===== src/rtl/ira_pkg.sv =====
package ira_pkg;

    // Route chosen for the access presented in the current cycle
    typedef enum logic [1:0] {
        ROUTE_FILE    = 2'd0,   // ordinary register-file entry
        ROUTE_SELF    = 2'd1,   // indirect access folded onto the indirect port
        ROUTE_POINTER = 2'd2    // pointer register held in this block
    } route_t;

endpackage


===== src/rtl/ira_decode.sv =====
module ira_decode
    import ira_pkg::*;
#(
    parameter int BANK_W   = 1,
    parameter int PTR_W    = 8,
    parameter int LOC_W    = 7,
    parameter int INDF_LOC = 0,
    parameter int PTR_LOC  = 4,
    localparam int ADDR_W  = BANK_W + PTR_W
) (
    input  logic [ADDR_W-1:0] core_addr,
    input  logic [BANK_W-1:0] ibank,
    input  logic [PTR_W-1:0]  ptr,
    output route_t            route,
    output logic [ADDR_W-1:0] tgt_addr
);

    localparam logic [LOC_W-1:0] INDF_L = LOC_W'(INDF_LOC);
    localparam logic [LOC_W-1:0] PTR_L  = LOC_W'(PTR_LOC);

    logic             is_indirect;
    logic [LOC_W-1:0] tgt_loc;

    always_comb begin
        is_indirect = (core_addr[LOC_W-1:0] == INDF_L);
        tgt_addr    = is_indirect ? {ibank, ptr} : core_addr;
        tgt_loc     = tgt_addr[LOC_W-1:0];

        // The indirect port can only be reached through the pointer here,
        // since a direct access to it was already redirected above.
        if (tgt_loc == INDF_L) begin
            route = ROUTE_SELF;
        end else if (tgt_loc == PTR_L) begin
            route = ROUTE_POINTER;
        end else begin
            route = ROUTE_FILE;
        end
    end

endmodule


===== src/rtl/ira_pointer.sv =====
module ira_pointer #(
    parameter int PTR_W = 8
) (
    input  logic             clk,
    input  logic             rst_n,
    input  logic             we,
    input  logic [PTR_W-1:0] wdata,
    output logic [PTR_W-1:0] ptr_q
);

    always_ff @(posedge clk or negedge rst_n) begin
        if (!rst_n) begin
            ptr_q <= '0;
        end else if (we) begin
            ptr_q <= wdata;
        end
    end

endmodule


===== src/rtl/ira_steer.sv =====
module ira_steer
    import ira_pkg::*;
#(
    parameter int ADDR_W = 9,
    parameter int DATA_W = 8,
    parameter int PTR_W  = 8
) (
    input  route_t            route,
    input  logic [ADDR_W-1:0] tgt_addr,
    input  logic              core_we,
    input  logic [DATA_W-1:0] core_wdata,
    input  logic [DATA_W-1:0] rf_rdata,
    input  logic [PTR_W-1:0]  ptr,
    output logic [DATA_W-1:0] core_rdata,
    output logic [ADDR_W-1:0] rf_addr,
    output logic              rf_we,
    output logic [DATA_W-1:0] rf_wdata,
    output logic              ptr_we,
    output logic [PTR_W-1:0]  ptr_wdata
);

    always_comb begin
        rf_addr    = tgt_addr;
        rf_wdata   = core_wdata;
        ptr_wdata  = PTR_W'(core_wdata);
        rf_we      = 1'b0;
        ptr_we     = 1'b0;
        core_rdata = '0;
        unique case (route)
            ROUTE_FILE: begin
                rf_we      = core_we;
                core_rdata = rf_rdata;
            end
            ROUTE_SELF: begin
                core_rdata = '0;
            end
            ROUTE_POINTER: begin
                ptr_we     = core_we;
                core_rdata = DATA_W'(ptr);
            end
            default: begin
                core_rdata = '0;
            end
        endcase
    end

endmodule


===== src/rtl/ira_unit.sv =====
module ira_unit
    import ira_pkg::*;
#(
    parameter int BANK_W   = 1,
    parameter int PTR_W    = 8,
    parameter int DATA_W   = 8,
    parameter int LOC_W    = 7,
    parameter int INDF_LOC = 0,
    parameter int PTR_LOC  = 4,
    localparam int ADDR_W  = BANK_W + PTR_W
) (
    input  logic              clk,
    input  logic              rst_n,
    input  logic [BANK_W-1:0] ibank_i,
    input  logic [ADDR_W-1:0] core_addr_i,
    input  logic              core_we_i,
    input  logic [DATA_W-1:0] core_wdata_i,
    output logic [DATA_W-1:0] core_rdata_o,
    output logic [ADDR_W-1:0] rf_addr_o,
    output logic              rf_we_o,
    output logic [DATA_W-1:0] rf_wdata_o,
    input  logic [DATA_W-1:0] rf_rdata_i
);

    route_t            route;
    logic [ADDR_W-1:0] tgt_addr;
    logic [PTR_W-1:0]  ptr_q;
    logic              ptr_we;
    logic [PTR_W-1:0]  ptr_wdata;

    ira_decode #(
        .BANK_W  (BANK_W),
        .PTR_W   (PTR_W),
        .LOC_W   (LOC_W),
        .INDF_LOC(INDF_LOC),
        .PTR_LOC (PTR_LOC)
    ) u_decode (
        .core_addr(core_addr_i),
        .ibank    (ibank_i),
        .ptr      (ptr_q),
        .route    (route),
        .tgt_addr (tgt_addr)
    );

    ira_steer #(
        .ADDR_W(ADDR_W),
        .DATA_W(DATA_W),
        .PTR_W (PTR_W)
    ) u_steer (
        .route     (route),
        .tgt_addr  (tgt_addr),
        .core_we   (core_we_i),
        .core_wdata(core_wdata_i),
        .rf_rdata  (rf_rdata_i),
        .ptr       (ptr_q),
        .core_rdata(core_rdata_o),
        .rf_addr   (rf_addr_o),
        .rf_we     (rf_we_o),
        .rf_wdata  (rf_wdata_o),
        .ptr_we    (ptr_we),
        .ptr_wdata (ptr_wdata)
    );

    ira_pointer #(
        .PTR_W(PTR_W)
    ) u_pointer (
        .clk  (clk),
        .rst_n(rst_n),
        .we   (ptr_we),
        .wdata(ptr_wdata),
        .ptr_q(ptr_q)
    );

endmodule


===== config.mk =====
export PLATFORM = sky130hd
export DESIGN_NAME = ira_unit
export DESIGN_NICKNAME = d
export VERILOG_FILES = /design/src/rtl/ira_pkg.sv /design/src/rtl/ira_decode.sv /design/src/rtl/ira_pointer.sv /design/src/rtl/ira_steer.sv /design/src/rtl/ira_unit.sv
export SDC_FILE = /design/constraint.sdc
export NUM_CORES = 1
export LEC_CHECK = 0
export BUFFER_PORTS_ARGS = -buffer_cell sky130_fd_sc_hd__buf_2
export CAP_MARGIN = 20
export CORE_MARGIN = 8
export CORE_UTILIZATION = 24
export DETAILED_ROUTE_END_ITERATION = 7
export GPL_TIMING_DRIVEN = 1
export PLACE_DENSITY_LB_ADDON = 0.1
export SYNTH_ARGS = -nofsm -noshare
export SYNTH_HDL_FRONTEND = slang
export SYNTH_HIERARCHICAL = 1
export SYNTH_SLANG_ARGS = --single-unit

===== constraint.sdc =====
create_clock -name clk -period 4.72 [get_ports clk]
set_input_delay 0.944 -clock clk [delete_from_list [all_inputs] [get_ports clk]]
set_output_delay 0.944 -clock clk [all_outputs]
set_load 0.02 [all_outputs]

==> results.py, run 1 <==
metrics = {
    "finish": {
        "fin_nets": 140,
        "drive_gt1_frac": 0.716,
        "largest-register": "u_pointer/ptr_q",
        "antenna_cells": 0,
        "area_growth_pct": 17.1,
        "largest_register_ffs": 8,
        "reg_top3": "u_pointer/ptr_q: 8 flops",
        "post-route-util": 0.290,
        "design_area_um2": 960,
        "regArea_um2": 200,
        "n_fill_cell": 388,
        "multi_input_area_um2": 402,
    },
    "power": {
        "fin_total_pwr_w": 0.000196,
        "p_leak_nw": 0.501,
        "p_comb_frac": 0.330,
        "pwr-share-clk": 0.253,
        "peakVddDrop_uv": 85.3,
        "power.switching_w": 0.0000620,
        "swShare": 0.316,
        "p_int_w": 0.000134,
        "p_seq_frac": 0.416,
        "power.density_nw_per_um2": 204,
    },
    "worst_setup_path": {
        "crit_path_end_kind": "output pin",
        "startpoint": "core_addr_i[0]",
        "worstSetupPathType": "primary input to output pin",
        "worst-path-max-fanout": 10,
        "arrival_ns": 2.71,
        "r2r_start": "u_pointer/ptr_q[0]$_DFFE_PN0P_",
        "crit_required_ns": 3.78,
        "critPathLaunchType": "primary input",
    },
    "clocking": {
        "cts.hold.buffers_added": 0,
        "cts_tree": "built",
        "worstSkewPairLatency_ns": 0.24,
        "clockBufferDepth": 2,
        "post_cts_resized": 0,
        "cts.clk_slew.worst_paths_ns": 0.05,
        "htreeDepth": 1,
        "cts_buffers": 3,
        "cts-root-buf": "clkbuf_4",
        "cts.sinks": 8,
        "cts_setup_buffers": 0,
    },
    "route": {
        "via_per_inst": 4.07,
        "ant_nets": 0,
        "wirelength_mm": 2.22,
        "routedWlPerCell_um": 14.3,
        "route.detailed.drc": 0,
        "first_pass_iters": 4,
        "drt_iter0_markers": 16,
        "num_vias": 631,
    },
    "timing": {
        "fin_crit_sh": 0.774,
        "fin_setup_tns_ns": 0,
        "tightest_slew_ns": 0.520,
        "max_freq_mhz": 274,
        "final_max_slew_viol_count": 0,
        "max_slew_margin": 0.651,
        "hold_viol": 0,
        "hold_slack_ns": 0.535,
        "fin_skew_ns": 0.00195,
        "fin_crit_ns": 3.65,
        "grt_setup_unrepaired": "false",
        "setup_viol": 0,
    },
    "die": {
        "pin_count": 55,
        "dieHeight_um": 74.4,
        "start_util": 0.248,
        "coreArea_um2": 3310,
        "fp.dieW_um": 74.4,
        "die_area_um2": 5540,
        "placementRows": 21,
    },
    "global_route": {
        "grt_overflow_total": 0,
        "grt_pass1_vias": 746,
        "antenna_found_initial": 0,
        "grt.total_usage": 0.0839,
        "grt_max_degree": 11,
        "grt_pass1_wl_mm": 3.53,
    },
    "logic_synthesis": {
        "ys_seq_area_frac": 0.244,
        "ys_types": 18,
        "syn_nets": 108,
        "yosysTopAreaCell": "dfrtp_1",
        "synth_edf_count": 0,
        "synthesis.area_um2": 820,
        "synth_top_area_share": 0.244,
        "ys_warn_count": 6,
        "synth.area.top_cells": "dfrtp_1 (24%), buf_4 (24%), mux2_4 (15%)",
        "syn_inst": 79,
        "ys_top_cells_by_count": "buf_4 (26), nor2_1 (9), dfrtp_1 (8), mux2_4 (8), mux2i_1 (8)",
        "synth.most_common_cell": "buf_4",
        "synth.avg_cell_area_um2": 10.4,
        "synth_flop_cell": "dfrtp_1",
        "synth-async-reset-ratio": 1.00,
        "ys_ff_latch": 8,
    },
    "place": {
        "gp_congestion": 0.676,
        "dp_hpwl_mm": 1.92,
        "placed_cell_area_um2": 937,
        "portBuffers": 54,
    },
    "outcome": {
        "status": "finished, final reports clean",
    },
    "job": {
        "maxCapViolCount": 0,
    },
    "worst_hold_path": {
        "hp-class": "primary input to async pin",
    },
}
[cell usage in the layout (no fill, tap or decap), drive strengths merged]
cell    Yosys  routed
a21o        7       7
a31oi       1       1
and3b       1       1
and4b       1       1
buf        28      55
clkbuf      0       3
dfrtp       8       8
mux2       10      10
mux2i       8       8
nor2        9       9
nor2b       1       1
nor3        1       1
nor3b       1       1
nor4        2       2
or4         1       1
[layout make-up]
cell class / instances / share of cell area
flip-flops and latches: 8 / 0.209
multi-input cells: 43 / 0.419
repair buffers: 55 / 0.289
well taps: 46 / 0.0600
clock buffers: 3 / 0.0235
[final timing paths]
check	depth (start not counted)	to	slack [ns]
setup / recovery	6	core_rdata_o[4]	1.07
hold / removal	1	u_pointer/ptr_q[2]$_DFFE_PN0P_	0.54
setup reg to reg	6	u_pointer/ptr_q[5]$_DFFE_PN0P_	2.64
hold reg to reg	1	u_pointer/ptr_q[7]$_DFFE_PN0P_	0.55
max in group asynchronous	1	u_pointer/ptr_q[1]$_DFFE_PN0P_	4.01
min in group clk	1	u_pointer/ptr_q[7]$_DFFE_PN0P_	0.55
[routing by layer]
metal | up-vias | global-route usage | wire (µm)
li1 | 314 | - | -
met1 | 286 | 0.0962 | 934
met2 | 29 | 0.144 | 1120
met3 | 2 | 0.0216 | 148
met4 | 0 | 0.0326 | 16
met5 | - | 0 | 0
[power groups by stage]
stage	clock network (W)	registers (W)	logic, W
2_1_floorplan	0	0.0000797	0.0000520
3_3_place_gp	0	0.0000831	0.0000659
3_5_place_dp	0	0.0000831	0.0000659
4_1_cts	0.0000535	0.0000819	0.0000661
5_1_grt	0.0000585	0.0000827	0.0000707
6_report	0.0000497	0.0000817	0.0000648
[critical path, cell delays in order]
cell     delay [ns]
buf_2          0.10
or4_4          0.54
nor4_4         0.41
and4b_2        0.46
nor2_1         0.08
buf_2          0.16
[cells by family after synthesis]
logic type | synth area share
buf+inv | 0.266
compound gates | 0.0809
mux | 0.272
simple gates | 0.137
flops | 0.244
[stage by stage]
step,std cells,worst slack [ns]
global route,155,0.901
CTS,155,1.01
detailed placement,152,1.04
finish,155,1.07
floorplan,79,1.42
global placement,152,1.07
Power figures use the tool's default switching activity.
==> run 2, diff against run 1 <==
--- a/config.mk
+++ b/config.mk
@@ -5,6 +5,7 @@
 export SDC_FILE = /design/constraint.sdc
 export NUM_CORES = 1
 export LEC_CHECK = 0
+export ABC_AREA = 1
 export BUFFER_PORTS_ARGS = -buffer_cell sky130_fd_sc_hd__buf_2
 export CAP_MARGIN = 20
 export CORE_MARGIN = 8
==> constraint.sdc (replaced) <==
create_clock -name clk -period 3.1 [get_ports clk]
set_input_delay 0.62 -clock clk [delete_from_list [all_inputs] [get_ports clk]]
set_output_delay 0.62 -clock clk [all_outputs]
set_load 0.02 [all_outputs]
==> results.py, run 2 <==
metrics = {
    "logic_synthesis": {
        "synth_top_area_share": 0.258,
        "synth.avg_cell_area_um2": 6.23,
        "syn_nets": 160,
        "ys_warn_count": 6,
        "ys_types": 13,
        "ys_top_cells_by_count": "nand2_1 (56), buf_4 (25), inv_1 (9), nand3_1 (9)",
        "synth_flop_cell": "dfrtp_1",
        "synth_edf_count": 0,
        "synth.area.top_cells": "nand2_1 (26%), dfrtp_1 (25%), buf_4 (23%)",
        "ys_seq_area_frac": 0.245,
        "syn_inst": 131,
        "synth.most_common_cell": "nand2_1",
        "yosysTopAreaCell": "nand2_1",
        "synth-async-reset-ratio": 1.00,
        "synthesis.area_um2": 816,
        "ys_ff_latch": 8,
    },
    "finish": {
        "fin_nets": 192,
        "antenna_cells": 0,
        "stdcell_count": 207,
        "largest-register": "u_pointer/ptr_q",
        "reg_top3": "u_pointer/ptr_q: 8 flops",
        "final_cell_mix": "nand2_1 (56), buf_2 (54), inv_1 (9), nand3_1 (9)",
        "final_common_cell": "nand2_1",
        "largest_register_ffs": 8,
        "area_growth_pct": 17.3,
        "drive_gt1_frac": 0.410,
    },
    "worst_setup_path": {
        "crit_chain": "buf_2 > nor2_1 > nand2_1 > nor2_4 > nand2_1 > nand2_1 > nor2_1 > nand2_1 > nor2_1 > buf_4 > nor2_4 > nand2_1 > nand2_1 > buf_2",
        "crit_required_ns": 2.48,
        "cp.buffers_inverters": 3,
        "path_common_cell": "nand2_1",
        "slowest_stage": "nor2_4",
        "cp_top_family": "simple AND/OR/NAND/NOR gates",
        "worst-path-max-fanout": 11,
        "slowest_delay_ns": 0.20,
        "arrival_ns": 2.10,
        "crit_path_end_kind": "output pin",
        "worstSetupPathType": "primary input to output pin",
        "critPathLaunchType": "primary input",
    },
    "global_route": {
        "grt_overflow_total": 0,
        "grt_max_degree": 12,
        "grt_pass1_wl_mm": 3.62,
        "antenna_found_initial": 0,
        "grt_pass1_vias": 865,
        "grt.total_usage": 0.0833,
    },
    "die": {
        "dieHeight_um": 74.3,
        "pin_count": 55,
        "placementRows": 21,
        "start_util": 0.246,
        "fp.dieW_um": 74.3,
        "die_area_um2": 5520,
        "coreArea_um2": 3310,
    },
    "place": {
        "portBuffers": 54,
        "dp_hpwl_mm": 1.95,
        "dp.cells": 204,
        "gp_congestion": 0.745,
        "place_ws_ns": 0.251,
    },
    "timing": {
        "grt_setup_unrepaired": "false",
        "fin_crit_ns": 2.72,
        "fin_setup_tns_ns": 0,
        "fin_skew_ns": 0.00702,
        "hold_slack_ns": 0.200,
        "layout_setup_ws_ns": 0.380,
        "max_slew_margin": 0.736,
        "fin_crit_sh": 0.877,
        "setup_viol": 0,
        "final_max_slew_viol_count": 0,
        "hold_viol": 0,
        "tightest_slew_ns": 0.396,
        "max_freq_mhz": 368,
    },
    "route": {
        "route.detailed.drc": 0,
        "drt_iter0_markers": 35,
        "num_vias": 799,
        "first_pass_iters": 4,
        "wirelength_mm": 2.19,
        "routedWlPerCell_um": 10.6,
        "via_per_inst": 3.86,
        "ant_nets": 0,
    },
    "job": {
        "maxCapViolCount": 0,
    },
    "clocking": {
        "cts.sinks": 8,
        "cts_tree": "built",
        "cts_buffers": 3,
        "htreeDepth": 1,
        "cts.hold.buffers_added": 0,
        "cts.clk_slew.worst_paths_ns": 0.06,
        "worstSkewPairLatency_ns": 0.25,
        "cts-root-buf": "clkbuf_4",
        "clockBufferDepth": 2,
    },
    "worst_hold_path": {
        "hp-class": "primary input to async pin",
    },
    "outcome": {
        "status": "finished, final reports clean",
    },
    "power": {
        "peakVddDrop_uv": 119,
        "fin_total_pwr_w": 0.000288,
        "p_leak_nw": 0.584,
        "power.density_nw_per_um2": 301,
    },
}
[run 2: timing repair]
item                                    4_1_cts  5_1_grt
setup buffers                                 0        0
resized for setup                             0        1
endpoints found under the setup margin        0        3
[run 2: worst reg2reg max path, cell delays in order (launching register included)]
cell and delay [ns]:
dfrtp_1 0.41, a21oi_1 0.20, nand3_1 0.13, nor2_1 0.12, buf_4 0.19, nand2_2 0.07
nor2_2 0.32, inv_2 0.15, nand2_1 0.09, nand2_1 0.04
[run 2: power breakdown]
part / internal (W) / total, W / switching (W)
Clock: 0.0000442 / 0.0000780 / 0.0000338
Combinational: 0.0000347 / 0.0000888 / 0.0000541
Sequential: 0.000113 / 0.000122 / 0.00000853
Total: 0.000192 / 0.000288 / 0.0000964
[run 2: per-stage QoR]
step	cell area, µm²	util
4_1_cts	952	0.288
3_3_place_gp	930	0.281
3_5_place_dp	930	0.281
2_1_floorplan	816	-
6_report	957	0.289
5_1_grt	957	0.289
[run 2: routing by layer]
layer / GRT usage / wire length, µm
met1: 0.0970 / 905
met2: 0.146 / 1090
met3: 0.0189 / 192
met4: 0.0261 / 0
met5: 0 / 0
[run 2: logic make-up after synthesis]
| group | Yosys count | synth area share |
|---|---|---|
| buf+inv | 39 | 0.322 |
| simple gates | 80 | 0.408 |
| compound gates | 4 | 0.0245 |
| flops | 8 | 0.245 |
[run 2: area by class of cell]
cell class | count | area [µm²]
Clock buffer | 3 | 22.5
Fill cell | 402 | 2350
Inverter | 11 | 41.3
Multi-Input combinational cell | 84 | 358
Sequential cell | 8 | 200
Tap cell | 46 | 57.6
Timing Repair Buffer | 55 | 278
[run 2: final timing paths]
check | depth (start not counted) | slack, ns | to | start
min in group clk | 2 | 0.51 | u_pointer/ptr_q[7]$_DFFE_PN0P_ | u_pointer/ptr_q[7]$_DFFE_PN0P_
max | 14 | 0.38 | core_rdata_o[7] | core_addr_i[4]
max reg2reg | 9 | 1.27 | u_pointer/ptr_q[1]$_DFFE_PN0P_ | u_pointer/ptr_q[4]$_DFFE_PN0P_
min | 1 | 0.20 | u_pointer/ptr_q[5]$_DFFE_PN0P_ | rst_n
min reg2reg | 2 | 0.51 | u_pointer/ptr_q[7]$_DFFE_PN0P_ | u_pointer/ptr_q[7]$_DFFE_PN0P_
max in group asynchronous | 1 | 2.73 | u_pointer/ptr_q[1]$_DFFE_PN0P_ | rst_n
==> run 3, diff against run 2 <==
--- a/config.mk
+++ b/config.mk
@@ -12,7 +12,7 @@
 export CORE_UTILIZATION = 24
 export DETAILED_ROUTE_END_ITERATION = 7
 export GPL_TIMING_DRIVEN = 1
-export PLACE_DENSITY_LB_ADDON = 0.1
+export PLACE_DENSITY = 0.55
 export SYNTH_ARGS = -nofsm -noshare
 export SYNTH_HDL_FRONTEND = slang
 export SYNTH_HIERARCHICAL = 1
==> results.py, run 3 (synthesized netlist as in run 2, its figures left out) <==
metrics = {
    "timing": {
        "hold_viol": 0,
        "fin_crit_ns": 2.77,
        "setup_viol": 0,
        "fin_crit_sh": 0.893,
        "layout_setup_ws_ns": 0.333,
        "fin_skew_ns": 0.00137,
        "tightest_slew_ns": 0.382,
        "grt_setup_unrepaired": "false",
        "max_freq_mhz": 361,
        "max_slew_margin": 0.745,
        "fin_setup_tns_ns": 0,
        "final_max_slew_viol_count": 0,
    },
    "route": {
        "drt_iter0_markers": 35,
        "wirelength_mm": 2.34,
        "ant_nets": 0,
        "first_pass_iters": 4,
        "via_per_inst": 3.97,
        "route.detailed.drc": 0,
        "num_vias": 822,
        "routedWlPerCell_um": 11.3,
    },
    "global_route": {
        "antenna_found_initial": 0,
        "use_met3": 0.0256,
        "top_usage_layer": "met2",
        "grt_pass1_wl_mm": 3.84,
        "grt.total_usage": 0.0896,
        "grtUsageMet2": 0.146,
        "use_met1": 0.104,
        "grt_pass1_vias": 901,
        "grt_overflow_total": 0,
        "grt_max_degree": 12,
    },
    "worst_setup_path": {
        "worstSetupPathType": "primary input to output pin",
        "r2r-end": "u_pointer/ptr_q[4]$_DFFE_PN0P_",
        "reg2reg_depth": 11,
        "arrival_ns": 2.15,
        "worst-path-max-fanout": 11,
        "crit_path_end_kind": "output pin",
        "r2r_start": "u_pointer/ptr_q[0]$_DFFE_PN0P_",
        "startpoint": "core_addr_i[4]",
        "crit_required_ns": 2.48,
        "r2r_slack_ns": 1.28,
        "critPathLaunchType": "primary input",
    },
    "finish": {
        "antenna_cells": 0,
        "largest-register": "u_pointer/ptr_q",
        "design_area_um2": 957,
        "drive_gt1_frac": 0.410,
        "reg_top3": "u_pointer/ptr_q: 8 flops",
        "area_growth_pct": 17.3,
        "n_fill_cell": 401,
        "largest_register_ffs": 8,
        "final_common_cell": "nand2_1",
        "final_cell_mix": "nand2_1 (56), buf_2 (54), inv_1 (9), nand3_1 (9)",
        "fin_nets": 192,
        "regArea_um2": 200,
        "multi_input_area_um2": 358,
    },
    "die": {
        "pin_count": 55,
        "die_area_um2": 5520,
        "placementRows": 21,
        "start_util": 0.246,
        "dieHeight_um": 74.3,
        "fp.dieW_um": 74.3,
        "coreArea_um2": 3310,
    },
    "job": {
        "maxCapViolCount": 0,
    },
    "clocking": {
        "cts.clk_slew.worst_paths_ns": 0.05,
        "clockBufferDepth": 2,
        "worstSkewPairLatency_ns": 0.25,
        "cts_buffers": 3,
        "cts_tree": "built",
        "cts-root-buf": "clkbuf_4",
        "htreeDepth": 1,
        "cts.sinks": 8,
    },
    "worst_hold_path": {
        "hp-class": "primary input to async pin",
    },
    "place": {
        "dp_hpwl_mm": 2.01,
        "place_ws_ns": 0.237,
        "placed_cell_area_um2": 930,
        "portBuffers": 54,
        "gp_congestion": 0.738,
    },
    "power": {
        "power.density_nw_per_um2": 305,
        "p_leak_nw": 0.584,
        "power.switching_w": 0.0000996,
        "p_seq_frac": 0.416,
        "pwr-share-clk": 0.277,
        "p_int_w": 0.000192,
        "peakVddDrop_uv": 145,
        "swShare": 0.341,
        "p_comb_frac": 0.307,
    },
    "outcome": {
        "status": "finished, final reports clean",
    },
}
==> run 3: cell counts in the layout (fill, tap and decap cells not counted) <==
Identical to the previous run, type by type.
==> run 3: repair_timing <==
item / CTS / global route
hold buffers: 0 / 0
endpoints found under the setup margin: 0 / 2
resized for setup: 0 / 1
buffers inserted: 0 / 0
==> run 3: critical path: stages <==
cell and delay, ns:
buf_2 0.11, nor2_1 0.11, nand2_1 0.10, nor2_4 0.21, nand2_1 0.10, nand2_1 0.08, nor2_1 0.06, nand2_1 0.06
nor2_1 0.04, buf_4 0.17, nor2_4 0.18, nand2_1 0.08, nand2_1 0.07, buf_2 0.16
==> run 3: power groups by stage <==
stage                     registers (W)  clock network, W  logic [W]
after floorplan                0.000120                 0  0.0000715
after global placement         0.000123                 0  0.0000910
after detailed placement       0.000123                 0  0.0000908
after CTS                      0.000121         0.0000856  0.0000912
after global routing           0.000123         0.0000913   0.000101
final                          0.000121         0.0000808  0.0000896
==> run 3: area by class of cell <==
| class | count | area share |
|---|---|---|
| Multi-Input combinational cell | 84 | 0.374 |
| Sequential cell | 8 | 0.209 |
| Tap cell | 46 | 0.0601 |
| Clock buffer | 3 | 0.0235 |
| Timing Repair Buffer | 55 | 0.290 |
| Inverter | 11 | 0.0431 |
==> run 3: worst max-delay path by stage <==
stage,endpoint,cells past startpoint
floorplan,rf_we_o,11
global placement,core_rdata_o[2],14
detailed placement,core_rdata_o[7],14
CTS,core_rdata_o[5],14
global route,core_rdata_o[6],14
finish,core_rdata_o[7],14
==> run 3: through the flow <==
step	instances	hold slack [ns]	power, W	util
2_1_floorplan	131	0.324	0.000191	-
6_report	207	0.195	0.000292	0.289
5_1_grt	207	0.193	0.000316	0.289
4_1_cts	207	0.190	0.000298	0.288
3_3_place_gp	204	0.472	0.000214	0.281
3_5_place_dp	204	0.471	0.000214	0.281
==> run 3: per-layer routing <==
layer / routed length (µm) / part of all wire
met2: 1010 / 0.43
met3: 258 / 0.11
met4: 32 / 0.014
met5: 0 / 0
met1: 1040 / 0.44
